==> src/rtl/pce_pkg.sv <==
package pce_pkg;
    localparam logic [7:0] OPC_WREN  = 8'h06;
    localparam logic [7:0] OPC_WRDI  = 8'h04;
    localparam logic [7:0] OPC_WRSR  = 8'h01;
    localparam logic [7:0] OPC_WRITE = 8'h02;

    typedef enum logic [2:0] {
        CAP_IDLE,
        CAP_LATCH,
        CAP_ADDR,
        CAP_EMPTY,
        CAP_FILL,
        CAP_SR_WAIT,
        CAP_SR_HAVE,
        CAP_DROP
    } cap_state_t;

    typedef enum logic [1:0] {
        SEQ_IDLE,
        SEQ_TIMING,
        SEQ_FLUSH,
        SEQ_RETIRE
    } seq_state_t;

    typedef struct packed {
        logic       wpen;
        logic [1:0] bp;
    } sr_bits_t;
endpackage

==> src/rtl/pce_page_buf.sv <==
module pce_page_buf #(
    parameter int ADDR_W     = 13,
    parameter int PAGE_BYTES = 32
) (
    input  logic                              clk,
    input  logic                              rst_n,
    input  logic                              load_i,
    input  logic [ADDR_W-1:0]                 load_addr_i,
    input  logic                              wr_i,
    input  logic [7:0]                        wr_data_i,
    input  logic [$clog2(PAGE_BYTES)-1:0]     rd_idx_i,
    output logic [7:0]                        rd_data_o,
    output logic                              rd_valid_o,
    output logic [ADDR_W-$clog2(PAGE_BYTES)-1:0] base_o
);
    localparam int OFS_W  = $clog2(PAGE_BYTES);
    localparam int BASE_W = ADDR_W - OFS_W;

    logic [7:0]            mem_q [PAGE_BYTES];
    logic [PAGE_BYTES-1:0] vld_q;
    logic [OFS_W-1:0]      ptr_q;
    logic [BASE_W-1:0]     base_q;

    // write pointer: loaded from the address, then wraps inside the page
    always_ff @(posedge clk or negedge rst_n) begin
        if (!rst_n) begin
            ptr_q  <= '0;
            base_q <= '0;
        end else if (load_i) begin
            ptr_q  <= load_addr_i[OFS_W-1:0];
            base_q <= load_addr_i[ADDR_W-1:OFS_W];
        end else if (wr_i) begin
            ptr_q  <= ptr_q + 1'b1;
        end
    end

    for (genvar g = 0; g < PAGE_BYTES; g++) begin : g_slot
        always_ff @(posedge clk or negedge rst_n) begin
            if (!rst_n) begin
                mem_q[g] <= '0;
                vld_q[g] <= 1'b0;
            end else if (load_i) begin
                vld_q[g] <= 1'b0;
            end else if (wr_i && (ptr_q == OFS_W'(g))) begin
                mem_q[g] <= wr_data_i;
                vld_q[g] <= 1'b1;
            end
        end
    end

    assign rd_data_o  = mem_q[rd_idx_i];
    assign rd_valid_o = vld_q[rd_idx_i];
    assign base_o     = base_q;

    AST_LOAD_EMPTIES: assert property (@(posedge clk) disable iff (!rst_n)
        load_i |=> (vld_q == '0));
endmodule

==> src/rtl/pce_capture.sv <==
module pce_capture
    import pce_pkg::*;
(
    input  logic       clk,
    input  logic       rst_n,
    input  logic       op_valid_i,
    input  logic [7:0] op_byte_i,
    input  logic       addr_valid_i,
    input  logic       byte_valid_i,
    input  logic [7:0] byte_i,
    input  logic       cs_rise_i,
    input  logic       cs_aligned_i,
    input  logic       busy_i,
    input  logic       wel_i,
    input  logic       page_locked_i,
    input  logic       status_locked_i,
    output logic       buf_load_o,
    output logic       buf_wr_o,
    output logic       set_wel_o,
    output logic       clr_wel_o,
    output logic       go_array_o,
    output logic       go_status_o,
    output logic [7:0] sr_data_o
);
    cap_state_t state_q, state_d;
    logic       is_wren_q;
    logic [7:0] sr_data_q;
    logic       commit;

    // state register
    always_ff @(posedge clk or negedge rst_n) begin
        if (!rst_n) state_q <= CAP_IDLE;
        else        state_q <= state_d;
    end

    // side registers: latch opcode kind and first status data byte
    always_ff @(posedge clk or negedge rst_n) begin
        if (!rst_n) begin
            is_wren_q <= 1'b0;
            sr_data_q <= '0;
        end else begin
            if (state_q == CAP_IDLE && op_valid_i)
                is_wren_q <= (op_byte_i == OPC_WREN);
            if (state_q == CAP_SR_WAIT && byte_valid_i && !cs_rise_i)
                sr_data_q <= byte_i;
        end
    end

    // next state
    always_comb begin
        state_d = state_q;
        if (cs_rise_i) begin
            state_d = CAP_IDLE;
        end else begin
            unique case (state_q)
                CAP_IDLE: begin
                    if (op_valid_i) begin
                        if (busy_i)
                            state_d = CAP_DROP;
                        else if (op_byte_i == OPC_WREN || op_byte_i == OPC_WRDI)
                            state_d = CAP_LATCH;
                        else if (op_byte_i == OPC_WRITE)
                            state_d = CAP_ADDR;
                        else if (op_byte_i == OPC_WRSR)
                            state_d = CAP_SR_WAIT;
                        else
                            state_d = CAP_DROP;
                    end
                end
                CAP_LATCH:   if (byte_valid_i || addr_valid_i) state_d = CAP_DROP;
                CAP_ADDR:    if (addr_valid_i) state_d = CAP_EMPTY;
                CAP_EMPTY:   if (byte_valid_i) state_d = CAP_FILL;
                CAP_SR_WAIT: if (byte_valid_i) state_d = CAP_SR_HAVE;
                CAP_FILL, CAP_SR_HAVE, CAP_DROP: state_d = state_q;
                default:     state_d = CAP_IDLE;
            endcase
        end
    end

    // outputs
    always_comb begin
        commit      = cs_rise_i && cs_aligned_i;
        buf_load_o  = addr_valid_i && !cs_rise_i && (state_q == CAP_ADDR);
        buf_wr_o    = byte_valid_i && !cs_rise_i &&
                      (state_q == CAP_EMPTY || state_q == CAP_FILL);
        set_wel_o   = commit && (state_q == CAP_LATCH) && is_wren_q;
        clr_wel_o   = commit && (state_q == CAP_LATCH) && !is_wren_q;
        go_array_o  = commit && (state_q == CAP_FILL) && wel_i && !page_locked_i;
        go_status_o = commit && (state_q == CAP_SR_HAVE) && wel_i && !status_locked_i;
        sr_data_o   = sr_data_q;
    end

    AST_GO_NEEDS_WEL: assert property (@(posedge clk) disable iff (!rst_n)
        (go_array_o || go_status_o) |-> wel_i);
    AST_NO_GO_WHILE_BUSY: assert property (@(posedge clk) disable iff (!rst_n)
        busy_i |-> !(go_array_o || go_status_o || set_wel_o || clr_wel_o));
    AST_ONE_ACTION: assert property (@(posedge clk) disable iff (!rst_n)
        $onehot0({go_array_o, go_status_o, set_wel_o, clr_wel_o}));
endmodule

==> src/rtl/pce_sequencer.sv <==
module pce_sequencer
    import pce_pkg::*;
#(
    parameter int PAGE_BYTES   = 32,
    parameter int WRITE_CYCLES = 2000000
) (
    input  logic                          clk,
    input  logic                          rst_n,
    input  logic                          set_wel_i,
    input  logic                          clr_wel_i,
    input  logic                          go_array_i,
    input  logic                          go_status_i,
    input  logic [7:0]                    sr_data_i,
    input  logic                          rd_valid_i,
    output logic [$clog2(PAGE_BYTES)-1:0] rd_idx_o,
    output logic                          arr_we_o,
    output logic                          busy_o,
    output logic                          wel_o,
    output sr_bits_t                      sr_o
);
    localparam int OFS_W = $clog2(PAGE_BYTES);
    localparam int CNT_W = $clog2(WRITE_CYCLES + 1);
    localparam logic [CNT_W-1:0] CNT_LAST = CNT_W'(WRITE_CYCLES - 1);
    localparam logic [OFS_W-1:0] IDX_LAST = OFS_W'(PAGE_BYTES - 1);

    seq_state_t       state_q, state_d;
    logic [CNT_W-1:0] cnt_q;
    logic [OFS_W-1:0] idx_q;
    logic             is_status_q;
    logic [7:0]       sr_data_q;
    logic             wel_q;
    sr_bits_t         sr_q;

    // state register
    always_ff @(posedge clk or negedge rst_n) begin
        if (!rst_n) state_q <= SEQ_IDLE;
        else        state_q <= state_d;
    end

    // next state
    always_comb begin
        state_d = state_q;
        unique case (state_q)
            SEQ_IDLE:   if (go_array_i || go_status_i) state_d = SEQ_TIMING;
            SEQ_TIMING: if (cnt_q == CNT_LAST) state_d = is_status_q ? SEQ_RETIRE : SEQ_FLUSH;
            SEQ_FLUSH:  if (idx_q == IDX_LAST) state_d = SEQ_RETIRE;
            SEQ_RETIRE: state_d = SEQ_IDLE;
            default:    state_d = SEQ_IDLE;
        endcase
    end

    // datapath registers
    always_ff @(posedge clk or negedge rst_n) begin
        if (!rst_n) begin
            cnt_q       <= '0;
            idx_q       <= '0;
            is_status_q <= 1'b0;
            sr_data_q   <= '0;
            wel_q       <= 1'b0;
            sr_q        <= '0;
        end else begin
            unique case (state_q)
                SEQ_IDLE: begin
                    cnt_q <= '0;
                    idx_q <= '0;
                    if (go_array_i || go_status_i) begin
                        is_status_q <= go_status_i;
                        sr_data_q   <= sr_data_i;
                    end
                    if (set_wel_i)      wel_q <= 1'b1;
                    else if (clr_wel_i) wel_q <= 1'b0;
                end
                SEQ_TIMING: cnt_q <= cnt_q + 1'b1;
                SEQ_FLUSH:  idx_q <= idx_q + 1'b1;
                SEQ_RETIRE: begin
                    wel_q <= 1'b0;
                    if (is_status_q) begin
                        sr_q.wpen <= sr_data_q[7];
                        sr_q.bp   <= sr_data_q[3:2];
                    end
                end
                default: cnt_q <= '0;
            endcase
        end
    end

    // outputs
    always_comb begin
        busy_o   = (state_q != SEQ_IDLE);
        arr_we_o = (state_q == SEQ_FLUSH) && rd_valid_i;
        rd_idx_o = idx_q;
        wel_o    = wel_q;
        sr_o     = sr_q;
    end

    AST_TIMER_BOUND: assert property (@(posedge clk) disable iff (!rst_n)
        (state_q == SEQ_TIMING) |-> (cnt_q < CNT_W'(WRITE_CYCLES)));
    AST_SR_ONLY_RETIRE: assert property (@(posedge clk) disable iff (!rst_n)
        (state_q != SEQ_RETIRE) |=> $stable(sr_o));
endmodule

==> src/rtl/page_commit_engine.sv <==
module page_commit_engine
    import pce_pkg::*;
#(
    parameter int ADDR_W       = 13,
    parameter int PAGE_BYTES   = 32,
    parameter int WRITE_CYCLES = 2000000
) (
    input  logic              clk,
    input  logic              rst_n,
    input  logic              op_valid_i,
    input  logic [7:0]        op_byte_i,
    input  logic              addr_valid_i,
    input  logic [ADDR_W-1:0] addr_i,
    input  logic              byte_valid_i,
    input  logic [7:0]        byte_i,
    input  logic              cs_rise_i,
    input  logic              cs_aligned_i,
    input  logic              page_locked_i,
    input  logic              status_locked_i,
    output logic [ADDR_W-1:0] page_base_o,
    output logic              arr_we_o,
    output logic [ADDR_W-1:0] arr_addr_o,
    output logic [7:0]        arr_wdata_o,
    output logic              busy_o,
    output logic              wel_o,
    output logic [7:0]        status_o
);
    localparam int OFS_W  = $clog2(PAGE_BYTES);
    localparam int BASE_W = ADDR_W - OFS_W;

    logic              buf_load, buf_wr;
    logic              set_wel, clr_wel, go_array, go_status;
    logic [7:0]        sr_data;
    logic [OFS_W-1:0]  rd_idx;
    logic [7:0]        rd_data;
    logic              rd_valid;
    logic [BASE_W-1:0] base;
    sr_bits_t          sr;

    pce_capture u_capture (
        .clk             (clk),
        .rst_n           (rst_n),
        .op_valid_i      (op_valid_i),
        .op_byte_i       (op_byte_i),
        .addr_valid_i    (addr_valid_i),
        .byte_valid_i    (byte_valid_i),
        .byte_i          (byte_i),
        .cs_rise_i       (cs_rise_i),
        .cs_aligned_i    (cs_aligned_i),
        .busy_i          (busy_o),
        .wel_i           (wel_o),
        .page_locked_i   (page_locked_i),
        .status_locked_i (status_locked_i),
        .buf_load_o      (buf_load),
        .buf_wr_o        (buf_wr),
        .set_wel_o       (set_wel),
        .clr_wel_o       (clr_wel),
        .go_array_o      (go_array),
        .go_status_o     (go_status),
        .sr_data_o       (sr_data)
    );

    pce_page_buf #(.ADDR_W(ADDR_W), .PAGE_BYTES(PAGE_BYTES)) u_buf (
        .clk         (clk),
        .rst_n       (rst_n),
        .load_i      (buf_load),
        .load_addr_i (addr_i),
        .wr_i        (buf_wr),
        .wr_data_i   (byte_i),
        .rd_idx_i    (rd_idx),
        .rd_data_o   (rd_data),
        .rd_valid_o  (rd_valid),
        .base_o      (base)
    );

    pce_sequencer #(.PAGE_BYTES(PAGE_BYTES), .WRITE_CYCLES(WRITE_CYCLES)) u_seq (
        .clk         (clk),
        .rst_n       (rst_n),
        .set_wel_i   (set_wel),
        .clr_wel_i   (clr_wel),
        .go_array_i  (go_array),
        .go_status_i (go_status),
        .sr_data_i   (sr_data),
        .rd_valid_i  (rd_valid),
        .rd_idx_o    (rd_idx),
        .arr_we_o    (arr_we_o),
        .busy_o      (busy_o),
        .wel_o       (wel_o),
        .sr_o        (sr)
    );

    assign page_base_o = {base, {OFS_W{1'b0}}};
    assign arr_addr_o  = {base, rd_idx};
    assign arr_wdata_o = rd_data;
    assign status_o    = busy_o ? 8'hFF : {sr.wpen, 3'b000, sr.bp, wel_o, 1'b0};

    AST_BUSY_FROM_CS: assert property (@(posedge clk) disable iff (!rst_n)
        $rose(busy_o) |-> $past(cs_rise_i));
    AST_WEL_CLEAR_END: assert property (@(posedge clk) disable iff (!rst_n)
        $fell(busy_o) |-> !wel_o);
    AST_WEL_HELD_BUSY: assert property (@(posedge clk) disable iff (!rst_n)
        (busy_o && $past(busy_o)) |-> $stable(wel_o));
    AST_PAGE_HELD_BUSY: assert property (@(posedge clk) disable iff (!rst_n)
        (busy_o && $past(busy_o)) |-> $stable(page_base_o));
endmodule

==> config.mk <==
export PLATFORM = sky130hd
export DESIGN_NAME = page_commit_engine
export DESIGN_NICKNAME = d
export VERILOG_FILES = /design/src/rtl/pce_pkg.sv /design/src/rtl/pce_page_buf.sv /design/src/rtl/pce_capture.sv /design/src/rtl/pce_sequencer.sv /design/src/rtl/page_commit_engine.sv
export SDC_FILE = /design/constraint.sdc
export NUM_CORES = 1
export LEC_CHECK = 0
export BUFFER_PORTS_ARGS = -buffer_cell sky130_fd_sc_hd__buf_2
export CORE_ASPECT_RATIO = 1.4
export CORE_UTILIZATION = 36
export CTS_CLUSTER_SIZE = 28
export DETAILED_ROUTE_END_ITERATION = 16
export PLACE_DENSITY_LB_ADDON = 0.3
export RECOVER_POWER = 50
export SETUP_SLACK_MARGIN = 0.2
export SLEW_MARGIN = 5
export SYNTH_ARGS = -nofsm -noshare
export SYNTH_HDL_FRONTEND = slang
export SYNTH_SLANG_ARGS = --single-unit
==> constraint.sdc <==
create_clock -name clk -period 4.4 [get_ports clk]
set_input_delay 0.22 -clock clk [delete_from_list [all_inputs] [get_ports clk]]
set_output_delay 0.22 -clock clk [all_outputs]
set_load 0.005 [all_outputs]
==> Word level (Yosys, flattened, before mapping) <==
Cells that the tools add are included.
{ "totals": {"in_bits": 38, "ff_bits": 354, "out_inout_bits": 45} }
{ "op_classes": {"n_addsub": 3, "mux": 93, "n_reduce_logical": 136, "n_bitwise": 2, "eq_ne": 57, "n_lt_le_gt_ge": 2} }
{ "op_table": {"columns": ["operator", "n"], "rows": [
  ["$eq 5x5->1 const B", 17],
  ["$reduce_bool 2->1", 37],
  ["$reduce_and 2->1", 35],
  ["$mux 1", 68],
  ["$logic_and 1x1->1", 50],
  ["$pmux 21 s2", 1],
  ["$bmux 8 s5", 1],
  ["$eq 5x4->1 const B", 8],
  ["$mux 3", 9],
  ["$mux 8", 3],
  ["$add 21x1->21 const B", 1],
  ["$eq 21x21->1 const B", 1],
  ["$eq 5x3->1 const B", 4],
  ["$eq 8x3->1 const B", 2],
  ["$ne 3x3->1 const B", 5],
  ["$pmux 3 s5", 1],
  ["$eq 3x3->1 const B", 4],
  ["$add 5x1->5 const B", 2],
  ["$eq 5x2->1 const B", 2],
  ["$mux 5", 2],
  ["$pmux 5 s2", 1],
  ["$eq 8x1->1 const B", 1],
  ["$eq 8x2->1 const B", 1],
  ["$mux 2", 4],
  ["other kinds (23)", 33]
]} }

==> Longest topological paths before layout <==
Gate-level depths: netlist of the first run.
{ "depth": {"depth_word": 8, "depth_mapped": 9, "depth_no_buf": 8} }

==> Modules after synthesis <==
Synthesis of the first run repeated with hierarchy kept, for this count alone.
{ "unflattened": {"hier_cells": 1170, "hier_area_um2": 16590.9} }
{ "modules_own_cells": {"columns": ["mod", "cells_per_inst", "n_inst", "area_per_inst_um2"], "rows": [
  ["pce_page_buf", 856, 1, 13641.8],
  ["pce_sequencer", 218, 1, 2031.9],
  ["pce_capture", 74, 1, 760.7],
  ["page_commit_engine", 22, 1, 156.4]
]} }

==> Least setup slack after synthesis of the first run <==
Ideal clock, no wire load.
{ "synth_timing": {"kind": "register -> output", "start": "register u_seq.idx_q[0], in the netlist u_seq.rd_idx_o[0]", "end": "output port arr_wdata_o[0]", "n_path_buf": 2, "setup_slack_ns": 2.321, "stages_incl_launch_ff": 7, "required_time_ns": 4.180, "arrival_ns": 1.859, "path_cell_list": "dfrtp_1 > buf_4 > buf_6 > mux4_2 > mux4_2 > nand2_1 > nand2_1"} }
{ "synth_between": {"elab_chain_cells": 4} }
{ "synth_lines": {"columns": ["item", "line", "text"], "rows": [
  ["start, declared", "pce_sequencer.sv:28", "logic [OFS_W-1:0] idx_q;"],
  ["start signal, assigned", "pce_sequencer.sv:74", "SEQ_FLUSH: idx_q <= idx_q + 1'b1;"],
  ["$not 5->6 (implied by the code)", "pce_page_buf.sv:51", "assign rd_data_o = mem_q[rd_idx_i];"],
  ["$bmux 8 s5", "pce_page_buf.sv:51", null],
  ["$mux 8 (implied by the code) (2 in series)", "pce_page_buf.sv:51", null],
  ["end, declared", "page_commit_engine.sv:23", "output logic [7:0] arr_wdata_o,"]
]} }
Every way passes these cells. The select of a mux whose other input is x is not followed.

==> Worst setup path in the final report of the first run <==
{ "layout_timing": {"start": "register u_seq.idx_q[0], in the netlist u_seq.rd_idx_o[0]", "end": "output port arr_wdata_o[6]"} }
Same word-level chain as after synthesis.

==> results of run 1 <==
[path summary, 6_finish.rpt]
| check | endpoint | slack [ps] | startpoint |
|---|---|---|---|
| setup / recovery | arr_wdata_o[6] | 990 | u_seq.rd_idx_o[0] |
| hold / removal | u_seq.is_status_q | 40 | status_locked_i |
| max in group asynchronous | u_buf.mem_q[58] | 1090 | rst_n |
| min in group asynchronous | u_buf.base_o[5] | 900 | rst_n |
| hold reg to reg | u_buf.vld_q[0] | 470 | u_buf.vld_q[0] |
| setup reg to reg | u_buf.mem_q[137] | 1250 | u_capture.state_q[1] |
[state kept, by name, summed over array words and instances, names as in the netlist]
signal,flops
u_seq.rd_idx_o,5
u_seq.cnt_q,21
u_seq.sr_data_q,3
u_seq.wel_o,1
u_buf.base_o,8
u_buf.vld_q,32
u_capture.sr_data_o,3
u_buf.ptr_q,5
u_buf.mem_q,256
u_capture.state_q,3
u_seq.sr_o,3
u_seq.state_q,2
u_seq.is_status_q,1
u_capture.is_wren_q,1
[critical path, cell delays in order (launching register included)]
cell and delay (ps):
sky130_fd_sc_hd__dfrtp_4 800, sky130_fd_sc_hd__buf_12 340, sky130_fd_sc_hd__mux4_2 560, sky130_fd_sc_hd__mux4_2 520, sky130_fd_sc_hd__nand2_1 90, sky130_fd_sc_hd__nand2_1 130
sky130_fd_sc_hd__buf_2 160
[timing repair]
action | 4_1_cts | 5_1_grt
endpoints found under the hold margin | 102 | 0
setup buffers | 0 | 0
hold buffers | 19 | 0
[cells by family after synthesis]
group,Yosys count,share of synthesized area (%)
multiplexers,373,32.4
AND/OR/NAND/NOR,210,7.54
XOR/XNOR,12,0.628
adder cells (fa/ha/maj),13,0.972
other,1,0.0224
flip-flops,344,51.4
buffers and inverters,118,3.68
AO/OA/AOI/OAI,81,3.35
[metrics by stage]
step           instance area [sq um]  total power [W]  instances
3_3_place_gp                   17500          0.00608       1757
4_1_cts                        18800          0.00921       1841
5_1_grt                        18800          0.00956       1841
2_1_floorplan                  16800          0.00564       1156
6_report                       18800          0.00908       1841
3_5_place_dp                   17500          0.00616       1757
[cell type report]
cell class	count	share of cell area, %
Clock buffer	57	5.82
Clock inverter	8	0.253
Inverter	13	0.260
Multi-Input combinational cell	694	40.1
Sequential cell	344	45.8
Tap cell	617	4.11
Timing Repair Buffer	108	3.69
[layer usage]
metal	vias up	track usage, %
met5	-	0
met4	0	5.07
met3	52	2.53
met2	220	29.1
met1	5168	22.7
li1	4269	-
[power groups by stage]
stage | registers [W] | logic, W | clock network (W)
after floorplan | 0.00423 | 0.00141 | 0
after global placement | 0.00439 | 0.00170 | 0
after detailed placement | 0.00442 | 0.00174 | 0
after CTS | 0.00437 | 0.00177 | 0.00307
after global routing | 0.00448 | 0.00190 | 0.00319
final | 0.00437 | 0.00172 | 0.00298
[layout by cell type, fill, tap and decap left out, types with 6 or more instances in the layout]
master and instances:
sky130_fd_sc_hd__and3_1 25, sky130_fd_sc_hd__nand2b_1 8, sky130_fd_sc_hd__dlygate4sd3_1 19, sky130_fd_sc_hd__mux4_2 88, sky130_fd_sc_hd__nand2_8 8, sky130_fd_sc_hd__nor2b_1 7
sky130_fd_sc_hd__buf_2 62, sky130_fd_sc_hd__buf_4 6, sky130_fd_sc_hd__a21oi_1 14, sky130_fd_sc_hd__nand4_1 9, sky130_fd_sc_hd__inv_1 13, sky130_fd_sc_hd__nor2_1 16
sky130_fd_sc_hd__nand2_1 88, sky130_fd_sc_hd__nand2_4 8, sky130_fd_sc_hd__clkbuf_16 39, sky130_fd_sc_hd__mux2_2 9, sky130_fd_sc_hd__mux2_4 64, sky130_fd_sc_hd__nand3_1 11
sky130_fd_sc_hd__clkinv_2 6, sky130_fd_sc_hd__xnor2_1 8, sky130_fd_sc_hd__ha_1 13, sky130_fd_sc_hd__a22o_1 7, sky130_fd_sc_hd__dfrtp_1 342, sky130_fd_sc_hd__clkbuf_1 27
sky130_fd_sc_hd__mux2_1 205, sky130_fd_sc_hd__a21o_1 17, sky130_fd_sc_hd__o21ai_0 17, sky130_fd_sc_hd__mux2i_1 7
==> results.py, run 1 <==
metrics = {
    "outcome": {
        "run_status": "finished with violations",
        "violations": "max-capacitance violations, max-slew violations",
    },
    "global_routing": {
        "first_global_vias": 10384,
        "grt_use_total_pct": 17.2,
        "antenna_violations_before_repair": 0,
        "grt_remaining_overflow": 0,
        "grt_start_max_net_pins": 91,
        "grt_pass1_wl_um": 62200,
    },
    "final_layout": {
        "layout-drive-gt1-share_pct": 25.5,
        "filler_cell_count": 4232,
        "area_growth_syn_to_layout_pct": 12.3,
        "post-route-util_pct": 40.9,
        "insertedDiodeCount": 0,
        "layout.nets": 1249,
        "multi_input_comb_area_sq_um": 7530,
        "seqCellArea_sq_um": 8620,
    },
    "power": {
        "power.ir.vdd_worst_uv": 247,
        "cell_internal_pwr_w": 0.00661,
        "clkPwrFrac_pct": 32.9,
        "power.net_switching_w": 0.00247,
        "power-per-cell-area_nw_per_um2": 483,
        "sw_frac_of_total_pct": 27.2,
        "power_leakage_nw": 9.36,
        "sequentialPowerShare_pct": 48.2,
        "combPwrFrac_pct": 18.9,
    },
    "yosys": {
        "synth_top_cell_by_area": "sky130_fd_sc_hd__dfrtp_1",
        "async_flop_share_pct": 100,
        "synth_cells": 1152,
        "synthesis.yosys.warnings": 0,
        "synth.ff_latch_count": 344,
        "avgSynthCellArea_sq_um": 14.5,
        "netlist-cell-type-count": 61,
        "synth-seq-area-share_pct": 51.4,
        "synth_enable_flop_cells": 0,
        "yosys_most_used_dff": "sky130_fd_sc_hd__dfrtp_1",
        "syn-cell-area_sq_um": 16700,
        "yosys.cell_count.top_type": "sky130_fd_sc_hd__dfrtp_1",
        "yosys-top-cells-area": "sky130_fd_sc_hd__dfrtp_1 51%, sky130_fd_sc_hd__mux2_1 14%, sky130_fd_sc_hd__mux4_2 12%",
        "synth_top_cells_by_count": "344 x sky130_fd_sc_hd__dfrtp_1, 205 x sky130_fd_sc_hd__mux2_1, 88 x sky130_fd_sc_hd__mux4_2, 88 x sky130_fd_sc_hd__nand2_1, 64 x sky130_fd_sc_hd__mux2_4",
        "yosys.area.top_type_share_pct": 51.4,
    },
    "clock_network": {
        "worst_setup_hold_path_clk_slew_ps": 60,
        "cts.sink_count": 344,
        "numCtsBuffers": 37,
        "htree_levels": 2,
        "cts-root-to-sink-buffers": 3,
        "cts_tree": "yes",
        "clk-insertion-delay-late_ps": 540,
        "cts_resized": 0,
        "cts_root_buffer": "sky130_fd_sc_hd__clkbuf_16",
    },
    "setup_path": {
        "reg2regPathDepth": 4,
        "crit_arrival_ps": 3190,
        "worst-endpoint-required_ps": 4180,
        "critPathLaunchType": "register",
        "crit_path_end_kind": "output pin",
        "crit_path_max_fanout": 30,
        "timing_worst_setup_path_type": "register to output pin",
    },
    "timing": {
        "rsz0062_at_grt": "no",
        "tightestPinTransition_ps": 2430,
        "final.setup.worst_slack_ps": 988,
        "slew_headroom_pct": -61.8,
        "finalHoldViolCount": 0,
        "timing_max_transition_violations_final": 87,
        "timing.hold.ws_ps": 42.2,
        "setup_viol": 0,
        "timing.final.crit_period_ps": 3410,
        "final.setup_skew_ps": 22.7,
        "final_min_period_over_clock_period_pct": 77.6,
        "fmaxAchievable_ghz": 0.293,
        "totalNegativeSetupSlack_ps": 0,
    },
    "placed_design": {
        "hpwlAfterDp_um": 23800,
        "pre_cts_setup_slack_ps": 1310,
        "place_congestion": 0.747,
        "buffer_ports.inserted": 77,
    },
    "detailed_routing": {
        "wl_met2_um": 19700,
        "met1_wire_length_um": 16700,
        "antenna_violating_nets_post_route": 0,
        "final_routed_drc_violation_total": 0,
        "routedWlPerCell_um": 21.2,
        "met3_wirelength_um": 1740,
        "drtIter0Drc": 470,
        "top_layer_used": "met4",
        "dr.pass1.iters": 5,
        "vias": 9709,
        "postRouteWirelength_um": 39000,
        "route.detailed.vias_per_inst": 5.27,
    },
    "floorplanning": {
        "fp.dieW_um": 184,
        "fp.coreArea_sq_um": 46000,
        "start_util_pct": 36.4,
        "rows": 93,
        "floorplan.die_area_sq_um": 47400,
        "number_of_top_level_pins": 83,
        "fp.dieH_um": 257,
    },
    "hold_path": {
        "hold-path-cell-count": 4,
        "hold_class": "input pin to register",
    },
    "job": {
        "maxCapViolCount": 1,
    },
}
No activity file was read; power rests on OpenSTA's default activity.
==> inputs of run 2 (changes only) <==
clock period = 2.9 ns   (was 4.4 ns; I/O delays follow)
==> results.py, run 2 (synthesized netlist as in run 1, its figures left out) <==
metrics = {
    "hold_path": {
        "timing.hold.worst.start": "addr_valid_i",
        "hold_class": "input pin to register",
        "hold-path-cell-count": 5,
        "min_delay_worst_endpoint": "u_capture.state_q[0]",
    },
    "timing": {
        "timing_max_transition_violations_final": 69,
        "final_min_period_over_clock_period_pct": 99.6,
        "finalHoldViolCount": 0,
        "setup_viol": 0,
        "fmaxAchievable_ghz": 0.346,
        "timing.final.crit_period_ps": 2890,
        "rsz0062_at_grt": "yes",
        "final.setup.worst_slack_ps": 10.6,
        "slew_headroom_pct": -33.8,
        "final.setup_skew_ps": 17.3,
        "tightestPinTransition_ps": 2010,
    },
    "floorplanning": {
        "rows": 93,
        "floorplan.die_area_sq_um": 47400,
        "fp.dieW_um": 184,
        "fp.coreArea_sq_um": 46000,
        "number_of_top_level_pins": 83,
        "fp.dieH_um": 257,
        "start_util_pct": 36.4,
    },
    "setup_path": {
        "timing.critical_path.mode_cell": "sky130_fd_sc_hd__mux4_2",
        "reg2regPathDepth": 12,
        "critical_path.n_buffers_inverters": 3,
        "crit_path_top_delay_cell": "sky130_fd_sc_hd__mux4_2",
        "timing.critical_path.cells": "buf_12, buf_16, mux4_2, mux4_2, nand2_1, nand2_2, buf_2",
        "r2r_end": "u_seq.state_q[1]",
        "timing_worst_setup_path_type": "register to output pin",
        "worst_path_top_cell_family_by_delay": "multiplexers",
        "crit_arrival_ps": 2740,
        "worst-r2r-setup-slack_ps": 300,
        "worst-endpoint-required_ps": 2760,
        "critPathMaxStageDelay_ps": 520,
        "crit_path_end_kind": "output pin",
        "crit_path_max_fanout": 8,
        "critPathLaunchType": "register",
        "crit-reg2reg-launch": "u_seq.rd_idx_o[0]",
    },
    "clock_network": {
        "numCtsBuffers": 31,
        "htree_levels": 1,
        "cts_root_buffer": "sky130_fd_sc_hd__clkbuf_16",
        "cts.sink_count": 344,
        "cts_tree": "yes",
        "worst_setup_hold_path_clk_slew_ps": 70,
        "cts-root-to-sink-buffers": 3,
        "clk-insertion-delay-late_ps": 580,
    },
    "detailed_routing": {
        "top_layer_used": "met4",
        "met3_wirelength_um": 1600,
        "vias": 9812,
        "routedWlPerCell_um": 21.4,
        "postRouteWirelength_um": 40300,
        "met1_wire_length_um": 16800,
        "drtIter0Drc": 399,
        "wl_met2_um": 20900,
        "route.detailed.vias_per_inst": 5.21,
        "final_routed_drc_violation_total": 0,
        "dr.pass1.iters": 5,
        "antenna_violating_nets_post_route": 0,
    },
    "final_layout": {
        "filler_cell_count": 4145,
        "layout-drive-gt1-share_pct": 28.6,
        "area_growth_syn_to_layout_pct": 15.2,
        "layout_top_registers": "u_buf.mem_q (256), u_buf.vld_q (32), u_seq.cnt_q (21)",
        "largest_reg_flops": 256,
        "most-common-layout-cells": "342 x sky130_fd_sc_hd__dfrtp_1, 205 x sky130_fd_sc_hd__mux2_1, 88 x sky130_fd_sc_hd__mux4_2",
        "mostFrequentLayoutCell": "sky130_fd_sc_hd__dfrtp_1",
        "layout.nets": 1292,
        "registers.top_by_ff_count": "u_buf.mem_q",
    },
    "power": {
        "cell_internal_pwr_w": 0.00976,
        "power-per-cell-area_nw_per_um2": 698,
        "power.net_switching_w": 0.00370,
        "clkPwrFrac_pct": 30.0,
        "combPwrFrac_pct": 20.7,
        "power.ir.vdd_worst_uv": 416,
        "power_leakage_nw": 9.60,
        "sequentialPowerShare_pct": 49.3,
        "power_w": 0.0135,
        "sw_frac_of_total_pct": 27.5,
    },
    "placed_design": {
        "buffer_ports.inserted": 77,
        "pre_cts_setup_slack_ps": 381,
        "place_congestion": 0.771,
        "hpwlAfterDp_um": 25700,
    },
    "global_routing": {
        "first_global_vias": 10452,
        "antenna_violations_before_repair": 1,
        "grt_start_max_net_pins": 76,
        "grt_remaining_overflow": 0,
        "grt_pass1_wl_um": 63200,
        "grt_use_total_pct": 17.5,
    },
    "outcome": {
        "run_status": "finished with violations",
        "violations": "max-capacitance violations, max-slew violations",
    },
    "job": {
        "maxCapViolCount": 1,
    },
}
run 2: cell types whose count changed in the layout (fill, tap and decap cells not counted), moves of 3 or more:
cell,delta
sky130_fd_sc_hd__buf_12,+4
sky130_fd_sc_hd__buf_16,+4
sky130_fd_sc_hd__buf_2,+4
sky130_fd_sc_hd__buf_4,+27
sky130_fd_sc_hd__buf_6,+5
sky130_fd_sc_hd__clkbuf_1,-6
sky130_fd_sc_hd__clkbuf_16,-5
sky130_fd_sc_hd__dlygate4sd3_1,+5
sky130_fd_sc_hd__nand2_1,-8
sky130_fd_sc_hd__nand2_2,+5
sky130_fd_sc_hd__nand2_4,+3
run 2: worst min-delay path, delay by kind of cell:
kind	cells	cell delay, ps
buffers and inverters	1	110
AOI/OAI and AO/OA	2	210
and+or+nand+nor	2	110
run 2: power by group through the flow:
stage	combinational, W	sequential (W)	clock [W]
after global placement	0.00268	0.00664	0
final	0.00279	0.00663	0.00403
after detailed placement	0.00276	0.00669	0
after floorplan	0.00215	0.00641	0
after CTS	0.00283	0.00662	0.00417
after global routing	0.00306	0.00676	0.00434
run 2: worst max-delay path by stage:
| stage | depth (start not counted) | endpoint | slack (ps) | startpoint |
|---|---|---|---|---|
| floorplan | 6 | arr_wdata_o[0] | 900 | u_seq.rd_idx_o[0] |
| global placement | 6 | arr_wdata_o[1] | 390 | u_seq.rd_idx_o[0] |
| detailed placement | 6 | arr_wdata_o[1] | 380 | u_seq.rd_idx_o[0] |
| CTS | 7 | arr_wdata_o[7] | -60 | u_seq.rd_idx_o[0] |
| global route | 7 | arr_wdata_o[3] | -80 | u_seq.rd_idx_o[0] |
| finish | 7 | arr_wdata_o[7] | 10 | u_seq.rd_idx_o[0] |
run 2: area by class of cell:
| type | count | area (sq um) | area share [%] |
|---|---|---|---|
| inverters | 13 | 48.8 | 0.253 |
| well taps | 617 | 772 | 4.00 |
| repair buffers | 157 | 1300 | 6.74 |
| clock inverters | 9 | 104 | 0.539 |
| multi-input cells | 694 | 7570 | 39.3 |
| flip-flops and latches | 344 | 8620 | 44.7 |
| diodes | 1 | 2.50 | 0.0130 |
| clock buffers | 47 | 866 | 4.49 |
run 2: through the flow:
stage                     utilization [%]  hold slack (ps)  std cells  setup TNS, ps  instance area, sq um
final                                41.9             38.4       1882              0                 19300
after global routing                 41.9             77.4       1881           -486                 19300
after CTS                            41.8             2.76       1878           -298                 19200
after detailed placement             38.6              142       1780              0                 17700
after global placement               38.6              137       1780              0                 17700
after floorplan                         -             -151       1156              0                 16800
run 2: metal layers:
layer / vias to the layer above / GRT usage [%]
met5: - / 0
met4: 0 / 5.44
met3: 53 / 2.63
met2: 192 / 31.1
met1: 5195 / 21.8
li1: 4372 / -
run 2: repair_timing:
item | 4_1_cts | 5_1_grt
hold buffers | 24 | 0
setup buffers | 16 | 0
resized for setup | 16 | 7
pin swaps | 0 | 7
setup endpoints to repair | 9 | 10
hold endpoints to repair | 82 | 0
gates cloned | 2 | 3
